## src/rtl/iram_pkg.sv

```systemverilog
package iram_pkg;

    typedef enum logic [3:0] {
        OP_NOP     = 4'd0,
        OP_RD_REG  = 4'd1,
        OP_WR_REG  = 4'd2,
        OP_RD_DIR  = 4'd3,
        OP_WR_DIR  = 4'd4,
        OP_RD_IND  = 4'd5,
        OP_WR_IND  = 4'd6,
        OP_BIT_RD  = 4'd7,
        OP_BIT_SET = 4'd8,
        OP_BIT_CLR = 4'd9,
        OP_PUSH    = 4'd10,
        OP_POP     = 4'd11
    } iram_op_e;

    function automatic logic op_reads_byte(input iram_op_e o);
        return (o == OP_RD_REG) || (o == OP_RD_DIR) ||
               (o == OP_RD_IND) || (o == OP_POP);
    endfunction

    function automatic logic op_is_bit(input iram_op_e o);
        return (o == OP_BIT_RD) || (o == OP_BIT_SET) || (o == OP_BIT_CLR);
    endfunction

endpackage

```

## src/rtl/iram_store.sv

```systemverilog
module iram_store #(
    parameter int DATA_W = 8,
    parameter int AW     = 7
) (
    input  logic              clk,
    input  logic              rst,
    input  logic              we,
    input  logic [AW-1:0]     waddr,
    input  logic [DATA_W-1:0] wbyte,
    input  logic [AW-1:0]     rd_addr,
    input  logic [AW-1:0]     ptr_addr,
    output logic [DATA_W-1:0] rd_data,
    output logic [DATA_W-1:0] ptr_data
);
    localparam int DEPTH = 1 << AW;

    logic [DATA_W-1:0] mem [DEPTH];

    assign rd_data  = mem[rd_addr];
    assign ptr_data = mem[ptr_addr];

    always_ff @(posedge clk) begin
        if (rst) begin
            for (int i = 0; i < DEPTH; i++) begin
                mem[i] <= '0;
            end
        end else if (we) begin
            mem[waddr] <= wbyte;
        end
    end

    // a write is visible at its location on the following cycle
    p_write_lands_r2: assert property (@(posedge clk) disable iff (rst)
        we |=> (mem[$past(waddr)] == $past(wbyte)));

endmodule

```

## src/rtl/iram_addr_map.sv

```systemverilog
module iram_addr_map
    import iram_pkg::*;
#(
    parameter int DATA_W   = 8,
    parameter int AW       = 7,
    parameter int BANK_W   = 2,
    parameter int REG_W    = 3,
    parameter int BIT_BASE = 32
) (
    input  iram_op_e          op,
    input  logic [BANK_W-1:0] bank,
    input  logic [REG_W-1:0]  reg_num,
    input  logic [AW-1:0]     dir_addr,
    input  logic [DATA_W-1:0] ptr_val,
    input  logic [AW:0]       sp,
    output logic [AW-1:0]     ptr_addr,
    output logic [AW:0]       eff_addr,
    output logic [2:0]        bit_idx
);
    localparam int EW = AW + 1;
    localparam int RW = BANK_W + REG_W;
    localparam logic [EW-1:0] BASE     = EW'(BIT_BASE);
    localparam logic [EW-1:0] BIT_SPAN = EW'(1 << (AW - 3));

    logic [RW-1:0] reg_loc;
    logic [RW-1:0] ptr_loc;

    assign reg_loc  = {bank, reg_num};
    assign ptr_loc  = {bank, {(REG_W-1){1'b0}}, reg_num[0]};
    assign ptr_addr = {{(AW-RW){1'b0}}, ptr_loc};
    assign bit_idx  = dir_addr[2:0];

    always_comb begin
        unique case (op)
            OP_RD_REG, OP_WR_REG:              eff_addr = {{(EW-RW){1'b0}}, reg_loc};
            OP_RD_DIR, OP_WR_DIR:              eff_addr = {1'b0, dir_addr};
            OP_RD_IND, OP_WR_IND:              eff_addr = EW'(ptr_val);
            OP_BIT_RD, OP_BIT_SET, OP_BIT_CLR: eff_addr = BASE + EW'(dir_addr[AW-1:3]);
            OP_PUSH:                           eff_addr = sp + 1'b1;
            OP_POP:                            eff_addr = sp;
            default:                           eff_addr = '0;
        endcase
    end

    always_comb begin
        if (op == OP_RD_REG || op == OP_WR_REG) begin
            p_bank_region_r1: assert (eff_addr < EW'(1 << RW));
        end
        if (op_is_bit(op)) begin
            p_bit_window_r3: assert (eff_addr >= BASE && eff_addr < BASE + BIT_SPAN);
        end
    end

endmodule

```

## src/rtl/iram_sp.sv

```systemverilog
module iram_sp #(
    parameter int EW     = 8,
    parameter int SP_RST = 7
) (
    input  logic          clk,
    input  logic          rst,
    input  logic          push,
    input  logic          pop,
    output logic [EW-1:0] sp
);
    always_ff @(posedge clk) begin
        if (rst) begin
            sp <= EW'(SP_RST);
        end else if (push) begin
            sp <= sp + 1'b1;
        end else if (pop) begin
            sp <= sp - 1'b1;
        end
    end

    p_push_inc_r6: assert property (@(posedge clk) disable iff (rst)
        push |=> (sp == $past(sp) + 1'b1));

    p_pop_dec_r7: assert property (@(posedge clk) disable iff (rst)
        (pop && !push) |=> (sp == $past(sp) - 1'b1));

    p_idle_hold_r7: assert property (@(posedge clk) disable iff (rst)
        (!pop && !push) |=> $stable(sp));

endmodule

```

## src/rtl/iram_bank_stack.sv

```systemverilog
module iram_bank_stack
    import iram_pkg::*;
#(
    parameter int DATA_W   = 8,
    parameter int AW       = 7,
    parameter int BANK_W   = 2,
    parameter int REG_W    = 3,
    parameter int BIT_BASE = 32,
    parameter int SP_RST   = 7
) (
    input  logic              clk,
    input  logic              rst,
    input  logic [3:0]        op,
    input  logic [BANK_W-1:0] bank_sel,
    input  logic [REG_W-1:0]  reg_num,
    input  logic [AW-1:0]     addr,
    input  logic [DATA_W-1:0] wdata,
    output logic [DATA_W-1:0] rdata,
    output logic              rbit,
    output logic [AW:0]       sp
);
    localparam int EW = AW + 1;

    iram_op_e          op_e;
    logic [AW-1:0]     ptr_addr;
    logic [DATA_W-1:0] ptr_data;
    logic [EW-1:0]     eff_addr;
    logic [2:0]        bit_idx;
    logic [DATA_W-1:0] rd_data;
    logic [DATA_W-1:0] bit_mask;
    logic              in_range;
    logic              we;
    logic [DATA_W-1:0] wbyte;

    assign op_e     = iram_op_e'(op);
    assign in_range = !eff_addr[EW-1];
    assign bit_mask = DATA_W'(1) << bit_idx;

    iram_addr_map #(
        .DATA_W(DATA_W), .AW(AW), .BANK_W(BANK_W),
        .REG_W(REG_W), .BIT_BASE(BIT_BASE)
    ) u_map (
        .op(op_e), .bank(bank_sel), .reg_num(reg_num), .dir_addr(addr),
        .ptr_val(ptr_data), .sp(sp), .ptr_addr(ptr_addr),
        .eff_addr(eff_addr), .bit_idx(bit_idx)
    );

    iram_store #(.DATA_W(DATA_W), .AW(AW)) u_store (
        .clk(clk), .rst(rst), .we(we), .waddr(eff_addr[AW-1:0]),
        .wbyte(wbyte), .rd_addr(eff_addr[AW-1:0]), .ptr_addr(ptr_addr),
        .rd_data(rd_data), .ptr_data(ptr_data)
    );

    iram_sp #(.EW(EW), .SP_RST(SP_RST)) u_sp (
        .clk(clk), .rst(rst), .push(op_e == OP_PUSH),
        .pop(op_e == OP_POP), .sp(sp)
    );

    always_comb begin
        we    = 1'b0;
        wbyte = wdata;
        unique case (op_e)
            OP_WR_REG, OP_WR_DIR: we = 1'b1;
            OP_WR_IND, OP_PUSH:   we = in_range;
            OP_BIT_SET: begin
                we    = 1'b1;
                wbyte = rd_data | bit_mask;
            end
            OP_BIT_CLR: begin
                we    = 1'b1;
                wbyte = rd_data & ~bit_mask;
            end
            default: we = 1'b0;
        endcase
    end

    always_ff @(posedge clk) begin
        if (rst) begin
            rdata <= '0;
            rbit  <= 1'b0;
        end else begin
            if (op_reads_byte(op_e)) begin
                rdata <= in_range ? rd_data : '0;
            end
            if (op_is_bit(op_e)) begin
                rbit <= rd_data[bit_idx];
            end
        end
    end

    p_rdata_hold_r8: assert property (@(posedge clk) disable iff (rst)
        !op_reads_byte(op_e) |=> $stable(rdata));

    p_oor_read_zero_r4: assert property (@(posedge clk) disable iff (rst)
        ((op_e == OP_RD_IND || op_e == OP_POP) && !in_range) |=> (rdata == '0));

    p_rbit_hold_r3: assert property (@(posedge clk) disable iff (rst)
        !op_is_bit(op_e) |=> $stable(rbit));

endmodule

```

## config.mk

```make
export PLATFORM = sky130hd
export DESIGN_NAME = iram_bank_stack
export DESIGN_NICKNAME = d
export VERILOG_FILES = /design/src/rtl/iram_pkg.sv /design/src/rtl/iram_store.sv /design/src/rtl/iram_addr_map.sv /design/src/rtl/iram_sp.sv /design/src/rtl/iram_bank_stack.sv
export SDC_FILE = /design/constraint.sdc
export NUM_CORES = 2
export LEC_CHECK = 0
export ABC_AREA = 1
export BUFFER_PORTS_ARGS = -buffer_cell sky130_fd_sc_hd__buf_2
export CORE_ASPECT_RATIO = 0.5
export CORE_MARGIN = 1.5
export CORE_UTILIZATION = 40
export DETAILED_ROUTE_END_ITERATION = 7
export SLEW_MARGIN = 20
export SYNTH_ARGS = -nofsm -noshare
export SYNTH_HDL_FRONTEND = slang
export SYNTH_SLANG_ARGS = --single-unit
```

## constraint.sdc

```tcl
create_clock -name clk -period 3.56 [get_ports clk]
set_input_delay 0.356 -clock clk [delete_from_list [all_inputs] [get_ports clk]]
set_output_delay 0.356 -clock clk [all_outputs]
set_load 0.03 [all_outputs]
```

==> impl_metrics.json <==
{
  "worstSetupPathType": "reg -> reg",
  "maxSlewHeadroom_pct": 43.30,
  "die_y_um": 258.7,
  "cts_tree": "yes",
  "hp-class": "in -> reg",
  "final_common_cell": "nand2_1",
  "drc": 1,
  "dieArea_um2": 133000,
  "io_buffers": 42,
  "mostFrequentLayoutCells": "nand2_1 (2086), edfxtp_1 (1024), nor2_1 (910), buf_4 (599), inv_1 (419)",
  "drt-total-wl_um": 187000,
  "drt_iter0_markers": 5752,
  "power_per_cell_area_nw_per_um2": 473.9,
  "dp_hpwl_um": 118000,
  "cpPeakStageDelay_ns": 0.39,
  "p_leak_nw": 29.23,
  "final_hold_viol_count": 0,
  "syn_area_per_cell_um2": 8.636,
  "grt_max_degree": 136,
  "num_rows": 93,
  "drt_pass1_iterations": 8,
  "ctsRootBufferMaster": "clkbuf_16",
  "diodes": 0,
  "violations": "design-rule violations, negative setup slack",
  "fin_util_pct": 52.64,
  "synth-seq-cells": 1041,
  "grt_use_total_pct": 26.89,
  "drive_gt1_share_pct": 20.02,
  "ir_drop_v": 0.0004168,
  "wl_per_cell_um": 21.92,
  "routabilityCongestion": 0.9163,
  "via_per_inst": 5.386,
  "detail-route-antenna-nets": 0,
  "finalSetupViolations": 1070,
  "drv_slew": 0,
  "areaGrowthSynthToFinish_pct": 30.04,
  "path_cells": "inv_1, nand2_1, nand3_1, nand3_1, nand3_1, nand2_4, buf_12, nor2_4, buf_12, buf_12, o211ai_1, nand2_1, nor2_2, nor2_2, nor2_2, nand2_1, nand2_2, nand2_4, nor2_4, o211ai_1, buf_4, buf_12, clkbuf_16, a21oi_1",
  "synth_area_um2": 52290,
  "finalCriticalPeriod_ns": 3.884,
  "synth_edf_count": 1024,
  "final_nets": 6773,
  "nFillCells": 11500,
  "rsz0062_at_grt": "yes",
  "clock.fmax_ghz": 0.2575,
  "synth_cell_type_count": 41,
  "fin_ws_ns": -0.3242,
  "grt_overflow": 0,
  "crit_top_cell": "buf_12",
  "syn-num-nets": 6083,
  "grt_pass1_wl_um": 268500,
  "slowest_stage": "edfxtp_1",
  "cts_max_level": 3,
  "worst-slew-pin-transition_ns": 0.8505,
  "antenna_found_initial": 3,
  "cts.path.max_buffers": 3,
  "crit_arrival_ns": 4.34,
  "rrSetupSlack_ns": -0.32,
  "io_pins": 43,
  "first_global_vias": 43730,
  "coreArea_um2": 129200,
  "initial_core_util_pct": 40.48,
  "synth-main-ff-cell": "edfxtp_1",
  "path_max_fanout": 6,
  "syn_inst": 6055,
  "status": "finished, violations left",
  "endpoint_kind": "register",
  "crit_path_start_kind": "register",
  "clk_latency_ns": 0.75,
  "fin_skew_ns": 0.03960,
  "cts_made_buffers": 101,
  "cap_viol_max_count": 0,
  "clk_pin_slew_ns": 0.07,
  "tns_ns": -166.85,
  "die_x_um": 514.3,
  "required_ns": 4.02,
  "synth_seq_area_share_pct": 59.46,
  "clock-sinks": 1041,
  "yosysWarnings": 0,
  "synth-async-reset-ratio_pct": 0,
  "route.vias.total": 45970,
  "final.period_utilization_pct": 109.1
}
## synthesized netlist by cell type, types with 2 or more instances
master | instances | share of area [%]
nor3_2 | 2 | 0.038
nor2_4 | 2 | 0.043
ha_1 | 2 | 0.048
nor2_1 | 983 | 7.1
a22oi_1 | 2 | 0.029
clkinv_1 | 2 | 0.014
clkbuf_1 | 146 | 1.0
dfxtp_1 | 17 | 0.65
inv_1 | 432 | 3.1
o21bai_1 | 5 | 0.072
buf_4 | 76 | 1.1
o21ai_1 | 140 | 1.3
nand3b_1 | 140 | 2.0
nor4_2 | 6 | 0.14
a21oi_1 | 303 | 2.9
o211ai_1 | 14 | 0.20
buf_2 | 153 | 1.5
o21ai_0 | 123 | 1.2
buf_6 | 10 | 0.22
a31oi_1 | 4 | 0.048
nor2_2 | 5 | 0.060
a22oi_2 | 2 | 0.048
nand3_1 | 230 | 2.2
nand2_2 | 5 | 0.060
edfxtp_1 | 1024 | 59
inv_2 | 10 | 0.072
o22ai_1 | 2 | 0.024
nand2_1 | 2183 | 16
buf_1 | 13 | 0.093
nor3_1 | 7 | 0.067
nand3_2 | 2 | 0.038
## path summary, 6_finish.rpt
path                                     from                               end  depth (start not counted)
max          u_store.mem[17][1]$_SDFFCE_PN0P_  u_store.mem[27][4]$_SDFFCE_PN0P_                         24
min                                   addr[2]                 rbit$_SDFFE_PP0N_                          5
max reg2reg  u_store.mem[17][1]$_SDFFCE_PN0P_  u_store.mem[27][4]$_SDFFCE_PN0P_                         24
min reg2reg             rdata[0]$_SDFFE_PP0P_             rdata[0]$_SDFFE_PP0P_                          2
## worst max-delay path: cells and delay by family (launching register included)
family,cells,cell delay [ns]
DFF,1,0.39
AOI/OAI and AO/OA,3,0.57
and+or+nand+nor,14,1.47
buffers and inverters,7,1.14
## where the power goes
| group | switching (mW) | total (mW) | internal [mW] | leakage, nW |
|---|---|---|---|---|
| registers | 0.128 | 14.0 | 13.8 | 10.7 |
| logic | 4.71 | 7.73 | 3.02 | 17.0 |
| clock network | 4.90 | 10.5 | 5.62 | 1.50 |
| total | 9.74 | 32.2 | 22.5 | 29.2 |
## timing repair
action / 4_1_cts / 5_1_grt
hold buffers: 1 / 0
buffers inserted: 60 / 32
pin swaps: 44 / 53
endpoints found under the hold margin: 8 / 0
setup endpoints to repair: 1213 / 1876
gates cloned: 37 / 25
resized for setup: 232 / 145
## cell type report
class	instances	area, um2	area share (%)
clock buffers	129	2736	4.024
clock inverters	53	342.8	0.5042
inverters	444	1685	2.479
multi-input cells	4173	18380	27.04
flip-flops and latches	1041	31100	45.73
well taps	1710	2140	3.147
repair buffers	984	11610	17.08
## state kept, by name (all words and copies together) (netlist names)
| name | count |
|---|---|
| u_sp.sp | 8 |
| rbit | 1 |
| u_store.mem | 1024 |
| rdata | 8 |
## through the flow
step	power [mW]	std cells	cell area (um2)	hold WS (ns)	setup slack, ns
2_1_floorplan	17.42	6055	52290	0.5967	0.09723
3_3_place_gp	20.46	8205	61280	0.4554	-0.7332
3_5_place_dp	20.50	8205	61280	0.4617	-0.6591
4_1_cts	31.73	8480	66780	0.09681	-0.1786
5_1_grt	33.19	8534	68000	0.1415	-0.4223
6_report	32.22	8534	68000	0.1404	-0.3242
## cell families after synthesis
group / Yosys count / share of synthesized area, %
AO/OA/AOI/OAI: 601 / 5.944
XOR/XNOR: 1 / 0.01675
adder cells (fa/ha/maj): 2 / 0.04785
buffers and inverters: 842 / 7.100
flip-flops: 1041 / 59.46
AND/OR/NAND/NOR: 3568 / 27.43
## metal layers
| layer | global-route usage, % | part of all wire (%) |
|---|---|---|
| met5 | 0 | 0.014 |
| met4 | 8.988 | 3.4 |
| met3 | 5.797 | 11 |
| met2 | 42.81 | 45 |
| met1 | 36.50 | 40 |
(Power assumes the default switching activity.)
